==> src/rtl/spi_eng_pkg.sv <==
package spi_eng_pkg;
  parameter int unsigned SPI_MAX_BITS = 16;
  localparam int unsigned SPI_LEN_W   = $clog2(SPI_MAX_BITS);
  localparam int unsigned SPI_MIN_LM1 = 3;

  typedef struct packed {
    logic [SPI_LEN_W-1:0] len_m1;
    logic                 cpha;
    logic                 loop;
  } spi_frame_cfg_t;
endpackage

==> src/rtl/spi_bitclk_div.sv <==
module spi_bitclk_div #(
  parameter int unsigned PRE_W  = 8,
  parameter int unsigned RATE_W = 8
) (
  input  logic              clk,
  input  logic              rst_n,
  input  logic              run,
  input  logic [PRE_W-1:0]  prescale,
  input  logic [RATE_W-1:0] rate,
  output logic              half_tick
);
  localparam int unsigned HALF_W = PRE_W - 1;

  logic [HALF_W-1:0] half_lim;
  logic [HALF_W-1:0] pre_cnt_q, pre_cnt_d;
  logic [RATE_W-1:0] rate_cnt_q, rate_cnt_d;
  logic              pre_wrap;

  always_comb begin
    half_lim  = (prescale < PRE_W'(2)) ? HALF_W'(1) : prescale[PRE_W-1:1];
    pre_wrap  = (pre_cnt_q == half_lim - HALF_W'(1));
    half_tick = run && pre_wrap && (rate_cnt_q == rate);
    pre_cnt_d  = pre_cnt_q;
    rate_cnt_d = rate_cnt_q;
    if (!run) begin
      pre_cnt_d  = '0;
      rate_cnt_d = '0;
    end else if (pre_wrap) begin
      pre_cnt_d  = '0;
      rate_cnt_d = (rate_cnt_q == rate) ? '0 : rate_cnt_q + RATE_W'(1);
    end else begin
      pre_cnt_d = pre_cnt_q + HALF_W'(1);
    end
  end

  always_ff @(posedge clk or negedge rst_n) begin
    if (!rst_n) begin
      pre_cnt_q  <= '0;
      rate_cnt_q <= '0;
    end else begin
      pre_cnt_q  <= pre_cnt_d;
      rate_cnt_q <= rate_cnt_d;
    end
  end

  AST_PRE_IN_RANGE: assert property (@(posedge clk) disable iff (!rst_n)
    run |-> (pre_cnt_q < half_lim)) else $error("prescale counter out of range");
endmodule

==> src/rtl/spi_frame_shifter.sv <==
module spi_frame_shifter
  import spi_eng_pkg::*;
#(
  parameter int unsigned W = SPI_MAX_BITS
) (
  input  logic           clk,
  input  logic           rst_n,
  input  logic           load,
  input  logic [W-1:0]   load_word,
  input  spi_frame_cfg_t load_cfg,
  input  logic           load_cpol,
  input  logic           half_tick,
  input  logic           miso,
  output logic           active,
  output logic           sclk_q,
  output logic           mosi,
  output logic           rx_push,
  output logic [W-1:0]   rx_word
);
  localparam int unsigned EDGE_W = SPI_LEN_W + 1;

  logic                active_q, active_d;
  logic [EDGE_W-1:0]   edge_q, edge_d;
  logic [W-1:0]        txsh_q, txsh_d;
  logic [W-1:0]        rxsh_q, rxsh_d;
  logic [W-1:0]        rxw_q, rxw_d;
  spi_frame_cfg_t      cfg_q, cfg_d;
  logic                sclk_d, mosi_q, mosi_d, push_q, push_d;
  logic                leading, sample_now, is_last, rx_bit;
  logic [EDGE_W-1:0]   last_edge;

  always_comb begin
    last_edge  = {cfg_q.len_m1, 1'b1};
    leading    = ~edge_q[0];
    sample_now = cfg_q.cpha ? ~leading : leading;
    is_last    = (edge_q == last_edge);
    rx_bit     = cfg_q.loop ? mosi_q : miso;

    active_d = active_q;
    edge_d   = edge_q;
    txsh_d   = txsh_q;
    rxsh_d   = rxsh_q;
    rxw_d    = rxw_q;
    cfg_d    = cfg_q;
    sclk_d   = sclk_q;
    mosi_d   = mosi_q;
    push_d   = 1'b0;

    if (load && !active_q) begin
      active_d = 1'b1;
      edge_d   = '0;
      txsh_d   = load_word;
      rxsh_d   = '0;
      cfg_d    = load_cfg;
      sclk_d   = load_cpol;
      mosi_d   = load_cfg.cpha ? 1'b0 : load_word[load_cfg.len_m1];
    end else if (active_q && half_tick) begin
      edge_d = edge_q + EDGE_W'(1);
      sclk_d = ~sclk_q;
      if (sample_now) rxsh_d = {rxsh_q[W-2:0], rx_bit};
      if (cfg_q.cpha && leading) begin
        mosi_d = txsh_q[cfg_q.len_m1];
        txsh_d = txsh_q << 1;
      end else if (!cfg_q.cpha && !leading && !is_last) begin
        txsh_d = txsh_q << 1;
        mosi_d = txsh_d[cfg_q.len_m1];
      end
      if (is_last) begin
        active_d = 1'b0;
        edge_d   = '0;
        mosi_d   = 1'b0;
        push_d   = 1'b1;
        rxw_d    = rxsh_d;
      end
    end
  end

  always_ff @(posedge clk or negedge rst_n) begin
    if (!rst_n) begin
      active_q <= 1'b0;
      edge_q   <= '0;
      txsh_q   <= '0;
      rxsh_q   <= '0;
      rxw_q    <= '0;
      cfg_q    <= '0;
      sclk_q   <= 1'b0;
      mosi_q   <= 1'b0;
      push_q   <= 1'b0;
    end else begin
      active_q <= active_d;
      edge_q   <= edge_d;
      txsh_q   <= txsh_d;
      rxsh_q   <= rxsh_d;
      rxw_q    <= rxw_d;
      cfg_q    <= cfg_d;
      sclk_q   <= sclk_d;
      mosi_q   <= mosi_d;
      push_q   <= push_d;
    end
  end

  assign active  = active_q;
  assign mosi    = mosi_q;
  assign rx_push = push_q;
  assign rx_word = rxw_q;

  AST_EDGE_BOUND: assert property (@(posedge clk) disable iff (!rst_n)
    active_q |-> (edge_q <= last_edge)) else $error("edge count past frame end");
  AST_SCLK_HOLD: assert property (@(posedge clk) disable iff (!rst_n)
    (active_q && !half_tick && !load) |=> $stable(sclk_q)) else $error("sclk moved without tick");
  AST_PUSH_ENDS_FRAME: assert property (@(posedge clk) disable iff (!rst_n)
    push_q |-> (!active_q && $past(active_q))) else $error("push without frame end");
endmodule

==> src/rtl/spi_shift_master.sv <==
module spi_shift_master
  import spi_eng_pkg::*;
#(
  parameter int unsigned DATA_W = SPI_MAX_BITS,
  parameter int unsigned PRE_W  = 8,
  parameter int unsigned RATE_W = 8
) (
  input  logic                 clk,
  input  logic                 rst_n,
  input  logic                 cfg_enable,
  input  logic                 cfg_loopback,
  input  logic                 cfg_cpol,
  input  logic                 cfg_cpha,
  input  logic [SPI_LEN_W-1:0] cfg_size_m1,
  input  logic [PRE_W-1:0]     cfg_prescale,
  input  logic [RATE_W-1:0]    cfg_rate,
  input  logic                 tx_empty,
  input  logic [DATA_W-1:0]    tx_data,
  output logic                 tx_pop,
  output logic                 rx_push,
  output logic [DATA_W-1:0]    rx_data,
  output logic                 sclk,
  output logic                 mosi,
  input  logic                 miso,
  output logic                 busy
);
  logic              active, sclk_q, half_tick;
  logic [PRE_W-1:0]  pre_q, pre_d;
  logic [RATE_W-1:0] rate_q, rate_d;
  spi_frame_cfg_t    new_cfg;

  always_comb begin
    tx_pop         = !active && cfg_enable && !tx_empty;
    new_cfg.len_m1 = (cfg_size_m1 < SPI_LEN_W'(SPI_MIN_LM1)) ? SPI_LEN_W'(SPI_MIN_LM1)
                                                              : cfg_size_m1;
    new_cfg.cpha   = cfg_cpha;
    new_cfg.loop   = cfg_loopback;
    pre_d          = tx_pop ? cfg_prescale : pre_q;
    rate_d         = tx_pop ? cfg_rate     : rate_q;
    sclk           = active ? sclk_q : cfg_cpol;
    busy           = active || !tx_empty;
  end

  always_ff @(posedge clk or negedge rst_n) begin
    if (!rst_n) begin
      pre_q  <= '0;
      rate_q <= '0;
    end else begin
      pre_q  <= pre_d;
      rate_q <= rate_d;
    end
  end

  spi_bitclk_div #(.PRE_W(PRE_W), .RATE_W(RATE_W)) u_div (
    .clk       (clk),
    .rst_n     (rst_n),
    .run       (active),
    .prescale  (pre_q),
    .rate      (rate_q),
    .half_tick (half_tick)
  );

  spi_frame_shifter #(.W(DATA_W)) u_shift (
    .clk       (clk),
    .rst_n     (rst_n),
    .load      (tx_pop),
    .load_word (tx_data),
    .load_cfg  (new_cfg),
    .load_cpol (cfg_cpol),
    .half_tick (half_tick),
    .miso      (miso),
    .active    (active),
    .sclk_q    (sclk_q),
    .mosi      (mosi),
    .rx_push   (rx_push),
    .rx_word   (rx_data)
  );

  AST_POP_STARTS_FRAME: assert property (@(posedge clk) disable iff (!rst_n)
    tx_pop |=> active) else $error("pop did not start a frame");
  AST_MOSI_IDLE_LOW: assert property (@(posedge clk) disable iff (!rst_n)
    !active |-> !mosi) else $error("mosi high while idle");
endmodule

==> config.mk <==
export PLATFORM = sky130hd
export DESIGN_NAME = spi_shift_master
export DESIGN_NICKNAME = d
export VERILOG_FILES = /design/src/rtl/spi_eng_pkg.sv /design/src/rtl/spi_bitclk_div.sv /design/src/rtl/spi_frame_shifter.sv /design/src/rtl/spi_shift_master.sv
export SDC_FILE = /design/constraint.sdc
export NUM_CORES = 1
export LEC_CHECK = 0
export ABC_AREA = 1
export BUFFER_PORTS_ARGS = -buffer_cell sky130_fd_sc_hd__buf_2
export CORE_AREA = 5 5 97 99
export CTS_BUF_LIST = sky130_fd_sc_hd__clkbuf_8 sky130_fd_sc_hd__clkbuf_16
export CTS_CLUSTER_DIAMETER = 200
export DETAILED_ROUTE_END_ITERATION = 12
export DIE_AREA = 0 0 102 104
export PLACE_DENSITY = 0.92
export SYNTH_ARGS = -nofsm -noshare
export SYNTH_HDL_FRONTEND = slang
export SYNTH_SLANG_ARGS = --single-unit
export TNS_END_PERCENT = 1
==> constraint.sdc <==
create_clock -name clk -period 3.67 [get_ports clk]
set_input_delay 0.734 -clock clk [delete_from_list [all_inputs] [get_ports clk]]
set_output_delay 0.734 -clock clk [all_outputs]
set_load 0.02 [all_outputs]
* After elaboration in Yosys (flattened, before gate mapping)
Index checks and enable logic that the tools add are counted.
** Storage, ports and cells
- Input port bits :: 44
- Bits in read-only memories :: 0
- Memories :: 0
- Logic and storage cells :: 92
- Bits in registers :: 94
- Latch bits :: 0
- RAM bits :: 0
** Cells by class
- Order comparisons :: 4
- Mux-type cells :: 40
- Shift-type cells :: 0
- Multipliers :: 0
- Reductions and logical operators :: 22
- Eq/ne operators :: 4
- Div/mod/pow operators :: 0
- Bitwise gates (word level) :: 3
- Add/sub/neg operators :: 4
** Operators with widths (count)
- 2-to-1 mux 16 bit :: 7
- 2-to-1 mux 8 bit :: 3
- 2-to-1 mux 7 bit :: 3
- 2-to-1 mux 1 bit :: 20
- 2-to-1 mux 5 bit :: 3
- binary-select mux 1 bit (select 4 bit) :: 3
- less-than comparator 4 x 5 -> 1 bit, second input constant :: 2
- logical AND 1 bit :: 9
- adder 8 x 1 -> 8 bit, second input constant :: 1
- equality test 8 bit :: 1
- less-than comparator 8 x 2 -> 1 bit, second input constant :: 1
- adder 7 x 1 -> 7 bit, second input constant :: 1
- equality test 7 bit :: 1
- subtractor 7 x 1 -> 7 bit, second input constant :: 1
- AND reduction 2 bit :: 3
- adder 5 x 1 -> 5 bit, second input constant :: 1
- equality test 5 bit :: 1
- zero test 1 bit :: 4
- less-than comparator 4 x 2 -> 1 bit, second input constant :: 1
- 2-to-1 mux 4 bit :: 1
- nonzero test 2 bit :: 2
- nonzero test 4 bit :: 1
- NOT 1 bit :: 3
- AND reduction 3 bit :: 1
- other kinds (3) :: 3

* Depth between registers and ports, before layout
Gate-level depths: netlist of run 1.
- Word-level depth :: 9
- Mapped depth :: 18
- Depth with buffers taken out :: 17

* By module
Synthesis of run 1 repeated with hierarchy kept, for this count alone.
** Second synthesis, totals
- Cell total of the unflattened synthesis :: 767
- Area, all modules :: 5713.0 sq um
** Modules (own cells, without submodules)
- spi_frame_shifter :: seq. area each 1576.5 sq um, cells each 472, times used 1, area an instance 3529.6 sq um
- spi_bitclk_div :: seq. area each 375.4 sq um, cells each 215, times used 1, area an instance 1486.4 sq um
- spi_shift_master :: seq. area each 400.4 sq um, cells each 80, times used 1, area an instance 696.9 sq um

* Least setup slack after synthesis of run 1
Ideal clock, no wire load.
- Path kind :: input port to output port
- From :: input tx_empty
- To :: output tx_pop
- Required time :: 2.936 ns
- Stages :: 5
- Path slack :: 1.286 ns
- Arrival :: 1.650 ns
- Cell sequence :: inv_1 > nand2_1 > nor2_1 > clkbuf_1 > clkbuf_1
** On the way
- Cells in the longest elaborated chain, start to end :: 2
** Ends and longest elaborated chain
- start, declared :: line spi_shift_master.sv:17 : input logic tx_empty,
- zero test 1 bit :: line spi_shift_master.sv:33 : tx_pop = !active && cfg_enable && !tx_empty;
- logical AND 1 bit :: line spi_shift_master.sv:33
- end, declared :: line spi_shift_master.sv:19 : output logic tx_pop,
Every way passes these cells.

* Worst setup path in the final report of run 1
- From :: register pre_q[4]
- To :: register u_shift.sclk_q
** On the way
- Cells in the longest elaborated chain, start to end :: 8
** Ends and longest elaborated chain
- start, declared :: line spi_shift_master.sv:28 : logic [PRE_W-1:0] pre_q, pre_d;
- start signal, assigned :: line spi_shift_master.sv:49 : pre_q <= pre_d;
- less-than comparator 8 x 2 -> 1 bit :: line spi_bitclk_div.sv:20 : half_lim = (prescale < PRE_W'(2)) ? HALF_W'(1) : prescale[PRE_W-1:1];
- 2-to-1 mux 7 bit * :: line spi_bitclk_div.sv:20
- subtractor 7 x 1 -> 7 bit * :: line spi_bitclk_div.sv:21 : pre_wrap = (pre_cnt_q == half_lim - HALF_W'(1));
- equality test 7 bit * :: line spi_bitclk_div.sv:21
- logical AND 1 bit * (2 in series) :: line spi_bitclk_div.sv:22 : half_tick = run && pre_wrap && (rate_cnt_q == rate);
- logical AND 1 bit * :: line spi_frame_shifter.sv:57 : end else if (active_q && half_tick) begin
- nonzero test 2 bit (no source line) *
- end signal, assigned :: line spi_frame_shifter.sv:96 : sclk_q <= sclk_d;
- end, declared :: line spi_frame_shifter.sv:15 : output logic sclk_q,
Every way passes the cells marked *; elsewhere a longest branch is shown, timed or not.
A chain may end at the register's enable or synchronous reset.

==> flow_summary.toml, run 1 <==
[floorplan]
core.rowCount = 34
initial_utilization = 0.6134
die_x_um = 102
coreArea_mm2 = 0.008466
die_y_um = 104
die-area_mm2 = 0.01061
pin_count = 65

[timing]
clock_skew_ps = 16.86
max_freq_mhz = 365.9
hold_viol = 0
maxSlewHeadroom = 0.4499
fin_setup_tns_ps = 0
tightest_slew_ps = 825.1
fin_crit_sh = 0.7447
setup_violations = 0
slew_viol_final = 0
whs_ps = 352.5
rsz0062_at_grt = "no"
fin_crit_ps = 2733

[worst_setup_path]
start_kind = "flop"
r2r-start = "pre_q[4]"
cp-startpoint = "pre_q[4]"
worstSetupPathType = "reg -> reg"
cp.required_ps = 3930
cp-end-kind = "flop"
crit_fanout = 24
cp_data_arrival_time_ps = 2990

[synthesis]
yosysWarnings = 0
synth_ff_type = "dfrtp_1"
synthesis.nets = 781
synth_cell_type_count = 33
async_reset_ff_frac = 1.000
avgSynthCellArea_um2 = 7.103
yosysSeqAreaShare = 0.4482
synthesis.area_mm2 = 0.005192
ys_ff_latch = 93
synthCells = 731
synth_edf_count = 0

[clock_tree]
clock_sinks = 93
post_cts_resized = 0
clkSlewWorstSetupHoldPaths_ps = 110
numCtsBuffers = 9
clock_path_buffers = 2
cts_tree = "done"
clkLatencyLatePin_ps = 370
root_buffer = "clkbuf_8"
cts_hold_buf = 0
cts_setup_buffers = 0
htreeDepth = 3

[finish]
nNetsFinal = 834
fillCellCount = 638
area_growth_syn_to_layout_pct = 11.71
final_common_cell = "nand2_1"
drive_above_1_share = 0.1318
layout_common_cells = "nand2_1, dfrtp_1, inv_1, nand3_1, o21ai_0"
diodes = 0

[detailed_routing]
wl_mm = 12.11
drtPass1Iterations = 5
wire_per_inst_um = 13.50
ant_nets = 0
drc = 0
vias = 4836
drt-initial-drc-count = 373
drt-vias-per-instance = 5.391

[global_routing]
grt_pass1_wl_mm = 20.29
antenna_found_initial = 0
grt_pass1_vias = 4585
grt_usage = 0.2321
grt_max_degree = 66
overflow = 0

[status]
outcome = "complete, no violations"

[hold_path]
timing.hold.worst.class = "in -> async"

[placement]
port_buffers = 63
gp_congestion = 0.8555
hpwl_mm = 8.306

[power_and_ir_drop]
ir_drop_v = 0.0003501
leakagePower_uw = 0.003095
power_density_mw_per_mm2 = 568.0

[job]
drv_cap = 0
-- routing by layer --
metal	wire (µm)	vias to the layer above	global-route usage
met5	0	-	0
met4	182	0	0.06654
met3	809	24	0.04091
met2	6047	189	0.3997
met1	5069	2243	0.2961
li1	-	2380	-
-- state kept, by name (all words and copies together), names as in the netlist --
name,cells
u_shift.mosi,1
u_div.pre_cnt_q,7
pre_q,7
u_shift.edge_q,5
u_shift.rx_word,16
u_shift.active,1
u_shift.cfg_q,6
u_shift.rx_push,1
u_shift.rxsh_q,16
u_shift.sclk_q,1
u_shift.txsh_q,16
rate_q,8
u_div.rate_cnt_q,8
-- worst max-delay path: stages, from the launching register on --
cell and delay (ps):
dfrtp_1 470, nor2_2 150, nand3_1 100, nand2_1 100
inv_2 50, ha_1 240, inv_1 90, nand2_1 50
nand3_1 80, nand2_1 50, nor2_1 80, nand3_1 130
nor2_4 200, nand3_4 150, nand2_2 360, inv_1 180
nand2_1 100, nand2_1 60
-- stage by stage --
| step | utilization | total power (µW) | instance area (µm²) | cells | setup slack, ps |
|---|---|---|---|---|---|
| finish | 0.6852 | 3295 | 5801 | 897 | 937.1 |
| global route | 0.6852 | 3506 | 5801 | 897 | 738.2 |
| CTS | 0.6852 | 3287 | 5801 | 897 | 915.7 |
| detailed placement | 0.6564 | 2443 | 5557 | 881 | 940.9 |
| global placement | 0.6564 | 2374 | 5557 | 881 | 1056 |
| floorplan | - | 2186 | 5192 | 731 | 1286 |
-- cell families after synthesis --
group                    synth area share
AO/OA/AOI/OAI                     0.08385
XOR/XNOR                          0.02867
buffers and inverters             0.08699
adder cells (fa/ha/maj)           0.01446
AND/OR/NAND/NOR                    0.3378
flip-flops                         0.4482
-- synth_stat cells, types with 2 or more instances --
cell	number	area (µm²)
a21oi_1	7	35.03
buf_2	5	25.02
buf_4	3	22.52
buf_6	2	22.52
clkbuf_1	14	52.55
dfrtp_1	93	2327
ha_1	6	75.07
inv_1	79	296.5
inv_2	5	18.77
nand2_1	303	1137
nand2_2	2	12.51
nand3_1	65	325.3
nand4_1	3	18.77
nor2_1	30	112.6
nor2_2	5	31.28
nor2_4	2	22.52
o21ai_0	65	325.3
o21ai_1	11	55.05
o22ai_1	2	12.51
xnor2_1	10	87.58
xor2_1	7	61.31
-- layout make-up --
class,count,area (µm²),share of cell area
inverter,86,325.3,0.05608
timing repair buffer,67,347.8,0.05997
tap,108,135.1,0.02330
clock buffer,9,123.9,0.02135
multi-input combinational,527,2421,0.4174
sequential,93,2327,0.4012
clock inverter,7,120.1,0.02071
-- path summary, 6_finish.rpt --
check / endpoint / slack, ps / cells after the start
worst max register to register: u_shift.sclk_q / 940 / 17
worst min-delay path: pre_q[1] / 350 / 1
min in group clk: u_shift.rx_word[7] / 480 / 2
max in group asynchronous: u_shift.rx_word[10] / 2500 / 2
worst max-delay path: u_shift.sclk_q / 940 / 17
worst min register to register: u_shift.rx_word[7] / 480 / 2
-- report_power, final --
| group | total (µW) | switching [µW] | internal, µW | leakage [µW] |
|---|---|---|---|---|
| Combinational | 1020 | 648 | 373 | 0.00180 |
| Clock | 844 | 388 | 456 | 0.000120 |
| Sequential | 1430 | 193 | 1240 | 0.00118 |
(Power assumes the default switching activity.)
==> run 2, diff against run 1 <==
--- a/config.mk
+++ b/config.mk
@@ -7,12 +7,12 @@
 export LEC_CHECK = 0
 export ABC_AREA = 1
 export BUFFER_PORTS_ARGS = -buffer_cell sky130_fd_sc_hd__buf_2
-export CORE_AREA = 5 5 97 99
+export CORE_AREA = 5 5 101 103
 export CTS_BUF_LIST = sky130_fd_sc_hd__clkbuf_8 sky130_fd_sc_hd__clkbuf_16
 export CTS_CLUSTER_DIAMETER = 200
 export DETAILED_ROUTE_END_ITERATION = 12
-export DIE_AREA = 0 0 102 104
-export PLACE_DENSITY = 0.92
+export DIE_AREA = 0 0 106 108
+export PLACE_DENSITY = 0.86
 export SYNTH_ARGS = -nofsm -noshare
 export SYNTH_HDL_FRONTEND = slang
 export SYNTH_SLANG_ARGS = --single-unit
==> constraint.sdc (replaced) <==
create_clock -name clk -period 2.79 [get_ports clk]
set_input_delay 0.558 -clock clk [delete_from_list [all_inputs] [get_ports clk]]
set_output_delay 0.558 -clock clk [all_outputs]
set_load 0.02 [all_outputs]
==> flow_summary.toml, run 2 (synthesized netlist as in run 1, its figures left out) <==
[worst_setup_path]
worstSetupPathType = "reg -> reg"
critPathSlowestCell = "dfrtp_2"
cp_num_buf_inv = 3
start_kind = "flop"
path_depth = 16
cp-end-kind = "flop"
cp_data_arrival_time_ps = 2820
r2r_setup_slack_ps = 230
r2r-start = "pre_q[4]"
crit_end = "u_shift.rxsh_q[9]"
cp-startpoint = "pre_q[4]"
crit_path_max_incr_delay_ps = 470
reg2regPathDepth = 16
crit_fanout = 14
r2r_end = "u_shift.rxsh_q[9]"
crit_family = "simple AND/OR/NAND/NOR gates"
cp_cell_sequence = "nor2_2 -> nand3_1 -> nand2_1 -> inv_2 -> ha_1 -> inv_1 -> nand2_1 -> nand3_1 -> nand2_1 -> nor2_1 -> nand3_1 -> nor2_4 -> nand3_4 -> nand2_2 -> buf_4 -> o21ai_0"
cp.required_ps = 3050

[detailed_routing]
vias = 4813
drt-initial-drc-count = 341
drtPass1Iterations = 5
wl_mm = 11.61
drt-vias-per-instance = 5.312
ant_nets = 0
drc = 0
wire_per_inst_um = 12.82

[clock_tree]
cts_hold_buf = 0
cts_setup_buffers = 0
root_buffer = "clkbuf_8"
clock_sinks = 93
clkSlewWorstSetupHoldPaths_ps = 120
htreeDepth = 3
clock_path_buffers = 2
numCtsBuffers = 9
cts_tree = "done"
post_cts_resized = 0
clkLatencyLatePin_ps = 370

[timing]
maxSlewHeadroom = 0.4196
setup_violations = 0
rsz0062_at_grt = "yes"
fin_crit_ps = 2562
clock_skew_ps = 18.63
hold_viol = 0
slew_viol_final = 0
tightest_slew_ps = 870.6
max_freq_mhz = 390.4
setup_ws_ps = 228.4
fin_crit_sh = 0.9181

[floorplan]
core.rowCount = 35
coreArea_mm2 = 0.009109
die_y_um = 108
die_x_um = 106
initial_utilization = 0.5701
die-area_mm2 = 0.01145
pin_count = 65

[power_and_ir_drop]
ir_drop_v = 0.0004221
leakagePower_uw = 0.003114
power_density_mw_per_mm2 = 710.1

[finish]
nNetsFinal = 840
diodes = 0
layout_common_cells = "nand2_1, dfrtp_1, inv_1, nand3_1, o21ai_0"
area_growth_syn_to_layout_pct = 12.31
final_core_util = 0.6402
drive_above_1_share = 0.1409
final_common_cell = "nand2_1"

[placement]
pre_cts_slack_ps = 197.1
gp_congestion = 0.9091
hpwl_mm = 8.427
port_buffers = 63

[global_routing]
antenna_found_initial = 0
grt_pass1_vias = 4676
grt_pass1_wl_mm = 20.07
grt_max_degree = 60
grt_usage = 0.2115
overflow = 0

[status]
outcome = "complete, no violations"

[job]
drv_cap = 0

[hold_path]
timing.hold.worst.class = "in -> async"
-- run 2: changes by cell type in the layout (fill, tap and decap cells not counted), moves of 2 or more --
cell,before,now
bufinv_16,3,0
inv_8,0,2
buf_4,5,10
clkinv_8,0,2
inv_6,2,0
clkinv_4,0,3
-- run 2: cell type report --
| class | instances | area (µm²) |
|---|---|---|
| multi-input combinational | 527 | 2429 |
| clock inverter | 7 | 81.33 |
| fill | 776 | 3277 |
| inverter | 86 | 325.3 |
| clock buffer | 9 | 123.9 |
| tap | 111 | 138.9 |
| sequential | 93 | 2328 |
| timing repair buffer | 73 | 405.4 |
-- run 2: through the flow --
stage / TNS [ps] / cells / cell area [µm²] / power, µW / hold WS [ps]
6_report: 0 / 906 / 5832 / 4141 / 126.2
5_1_grt: -0.4039 / 906 / 5832 / 4460 / 150.2
4_1_cts: 0 / 906 / 5823 / 4149 / 133.4
3_5_place_dp: 0 / 890 / 5618 / 3224 / 454.6
3_3_place_gp: 0 / 890 / 5618 / 3136 / 451.5
2_1_floorplan: 0 / 731 / 5192 / 2876 / 262.4
-- run 2: worst min path at each step --
stage / start / to / slack, ps / cells past startpoint
after detailed placement: u_shift.rx_word[8] / u_shift.rx_word[8] / 450 / 2
after global routing: rst_n / u_div.rate_cnt_q[1] / 150 / 1
after floorplan: rst_n / pre_q[1] / 260 / 0
after global placement: u_shift.rx_word[2] / u_shift.rx_word[2] / 450 / 2
final: rst_n / u_div.rate_cnt_q[0] / 130 / 1
after CTS: rst_n / u_div.rate_cnt_q[0] / 130 / 1
-- run 2: layer usage --
layer	vias up	GRT usage	part of all wire
li1	2392	-	-
met1	2245	0.2594	0.42
met2	152	0.3784	0.52
met3	24	0.03045	0.045
met4	0	0.08233	0.021
met5	-	0	0
-- run 2: worst reg2reg max path, cell delays in order, from the launching register on --
cell	delay (ps)
dfrtp_2	470
nor2_2	140
nand3_1	90
nand2_1	100
inv_2	50
ha_1	250
inv_1	90
nand2_1	50
nand3_1	80
nand2_1	50
nor2_1	80
nand3_1	140
nor2_4	180
nand3_4	150
nand2_2	250
buf_4	200
o21ai_0	90
-- run 2: where the power goes --
group / internal, µW / switching (µW) / total [µW]
registers: 1630 / 235 / 1860
clock network: 357 / 564 / 920
logic: 498 / 862 / 1360
total: 2480 / 1660 / 4140
==> run 3, diff against run 2 <==
==> constraint.sdc (replaced) <==
create_clock -name clk -period 2.8 [get_ports clk]
set_input_delay 0.56 -clock clk [delete_from_list [all_inputs] [get_ports clk]]
set_output_delay 0.56 -clock clk [all_outputs]
set_load 0.02 [all_outputs]
==> flow_summary.toml, run 3 (synthesized netlist as in run 1, its figures left out) <==
[global_routing]
grt_pass1_vias = 4653
antenna_found_initial = 0
grt_usage = 0.2175
grt_pass1_wl_mm = 20.39
grt_max_degree = 60
overflow = 0

[clock_tree]
root_buffer = "clkbuf_8"
clock_path_buffers = 2
cts_tree = "done"
numCtsBuffers = 9
cts_hold_buf = 0
clkLatencyLatePin_ps = 390
htreeDepth = 3
clock_sinks = 93
clkSlewWorstSetupHoldPaths_ps = 100

[finish]
instances_no_fill = 906
area_growth_syn_to_layout_pct = 12.14
diodes = 0
seq_area_mm2 = 0.002328
final_common_cell = "nand2_1"
drive_above_1_share = 0.1396
layout_common_cells = "nand2_1, dfrtp_1, inv_1, nand3_1, o21ai_0"
fillCellCount = 768
multi_input_area_mm2 = 0.002426
nNetsFinal = 840
final_core_util = 0.6393

[timing]
max_freq_mhz = 379.4
tightest_slew_ps = 825.3
hold_viol = 0
setup_ws_ps = 164.3
rsz0062_at_grt = "yes"
whs_ps = 115.1
fin_crit_sh = 0.9413
clock_skew_ps = 20.74
fin_crit_ps = 2636
slew_viol_final = 0
setup_violations = 0
maxSlewHeadroom = 0.4498

[placement]
hpwl_mm = 8.429
pre_cts_slack_ps = 182.6
gp_congestion = 0.9091
port_buffers = 63
dpl.cell_count = 890

[job]
drv_cap = 0

[detailed_routing]
wl_mm = 11.73
ant_nets = 0
drc = 0
vias = 4803
drt-vias-per-instance = 5.301
wire_per_inst_um = 12.95
drtPass1Iterations = 6
drt-initial-drc-count = 285

[floorplan]
core.rowCount = 35
die-area_mm2 = 0.01145
die_y_um = 108
initial_utilization = 0.5701
die_x_um = 106
coreArea_mm2 = 0.009109
pin_count = 65

[worst_setup_path]
worstSetupPathType = "reg -> reg"
crit_fanout = 14
start_kind = "flop"
cp.required_ps = 3060
reg2regPathDepth = 16
cp_data_arrival_time_ps = 2890
cp-end-kind = "flop"
r2r_setup_slack_ps = 160

[power_and_ir_drop]
ir_drop_v = 0.0003461
power_density_mw_per_mm2 = 707.8
leakagePower_uw = 0.003109
power_uw = 4122

[hold_path]
timing.hold.worst.class = "in -> async"

[status]
outcome = "complete, no violations"
## run 3: path summary, 6_finish.rpt
| kind | startpoint | to |
|---|---|---|
| max in group asynchronous | rst_n | u_shift.cfg_q[5] |
| max | pre_q[6] | u_shift.rxsh_q[10] |
| min reg2reg | u_shift.rx_word[13] | u_shift.rx_word[13] |
| min in group clk | cfg_rate[3] | rate_q[3] |
| min | rst_n | u_div.rate_cnt_q[0] |
| max reg2reg | pre_q[6] | u_shift.rxsh_q[10] |
## run 3: report_power, final
part           leakage (µW)  internal [µW]  total (µW)  switching [µW]
Clock             0.0000981            352         912             561
Sequential          0.00118           1620        1850             233
Combinational       0.00183            496        1350             859
Total               0.00311           2470        4120            1650
## run 3: stage by stage
| step | setup TNS, ps | area [µm²] |
|---|---|---|
| floorplan | 0 | 5192 |
| global placement | 0 | 5618 |
| detailed placement | 0 | 5618 |
| CTS | 0 | 5817 |
| global route | -5.725 | 5823 |
| finish | 0 | 5823 |
## run 3: timing repair
item                       CTS  global route
resized for setup            0             2
setup endpoints to repair    0            31
setup buffers                0             0
## run 3: worst max-delay path, cell delays in order, from the launching register on
cell,delay [ps]
dfrtp_1,440
nor2_1,180
nand3_1,90
nand2_1,100
inv_2,50
ha_1,250
inv_1,110
nand2_1,60
nand3_1,80
nand2_1,50
nor2_1,80
nand3_1,140
nor2_4,180
nand3_4,150
nand2_2,240
buf_4,190
o21ai_0,100
## run 3: cell type report
class | count | share of cell area
multi-input combinational | 527 | 0.4166
sequential | 93 | 0.3999
timing repair buffer | 73 | 0.06962
inverter | 86 | 0.05587
tap | 111 | 0.02385
clock buffer | 9 | 0.02127
clock inverter | 7 | 0.01289
## run 3: per-layer routing
metal  global-route usage  share of wire  wire [µm]  vias up
met5                    0              0          0        -
met4              0.08141          0.023        269        0
met3              0.03522          0.049        570       35
met2               0.3880           0.51       5988      167
met1               0.2668           0.42       4902     2205
li1                     -              -          -     2396
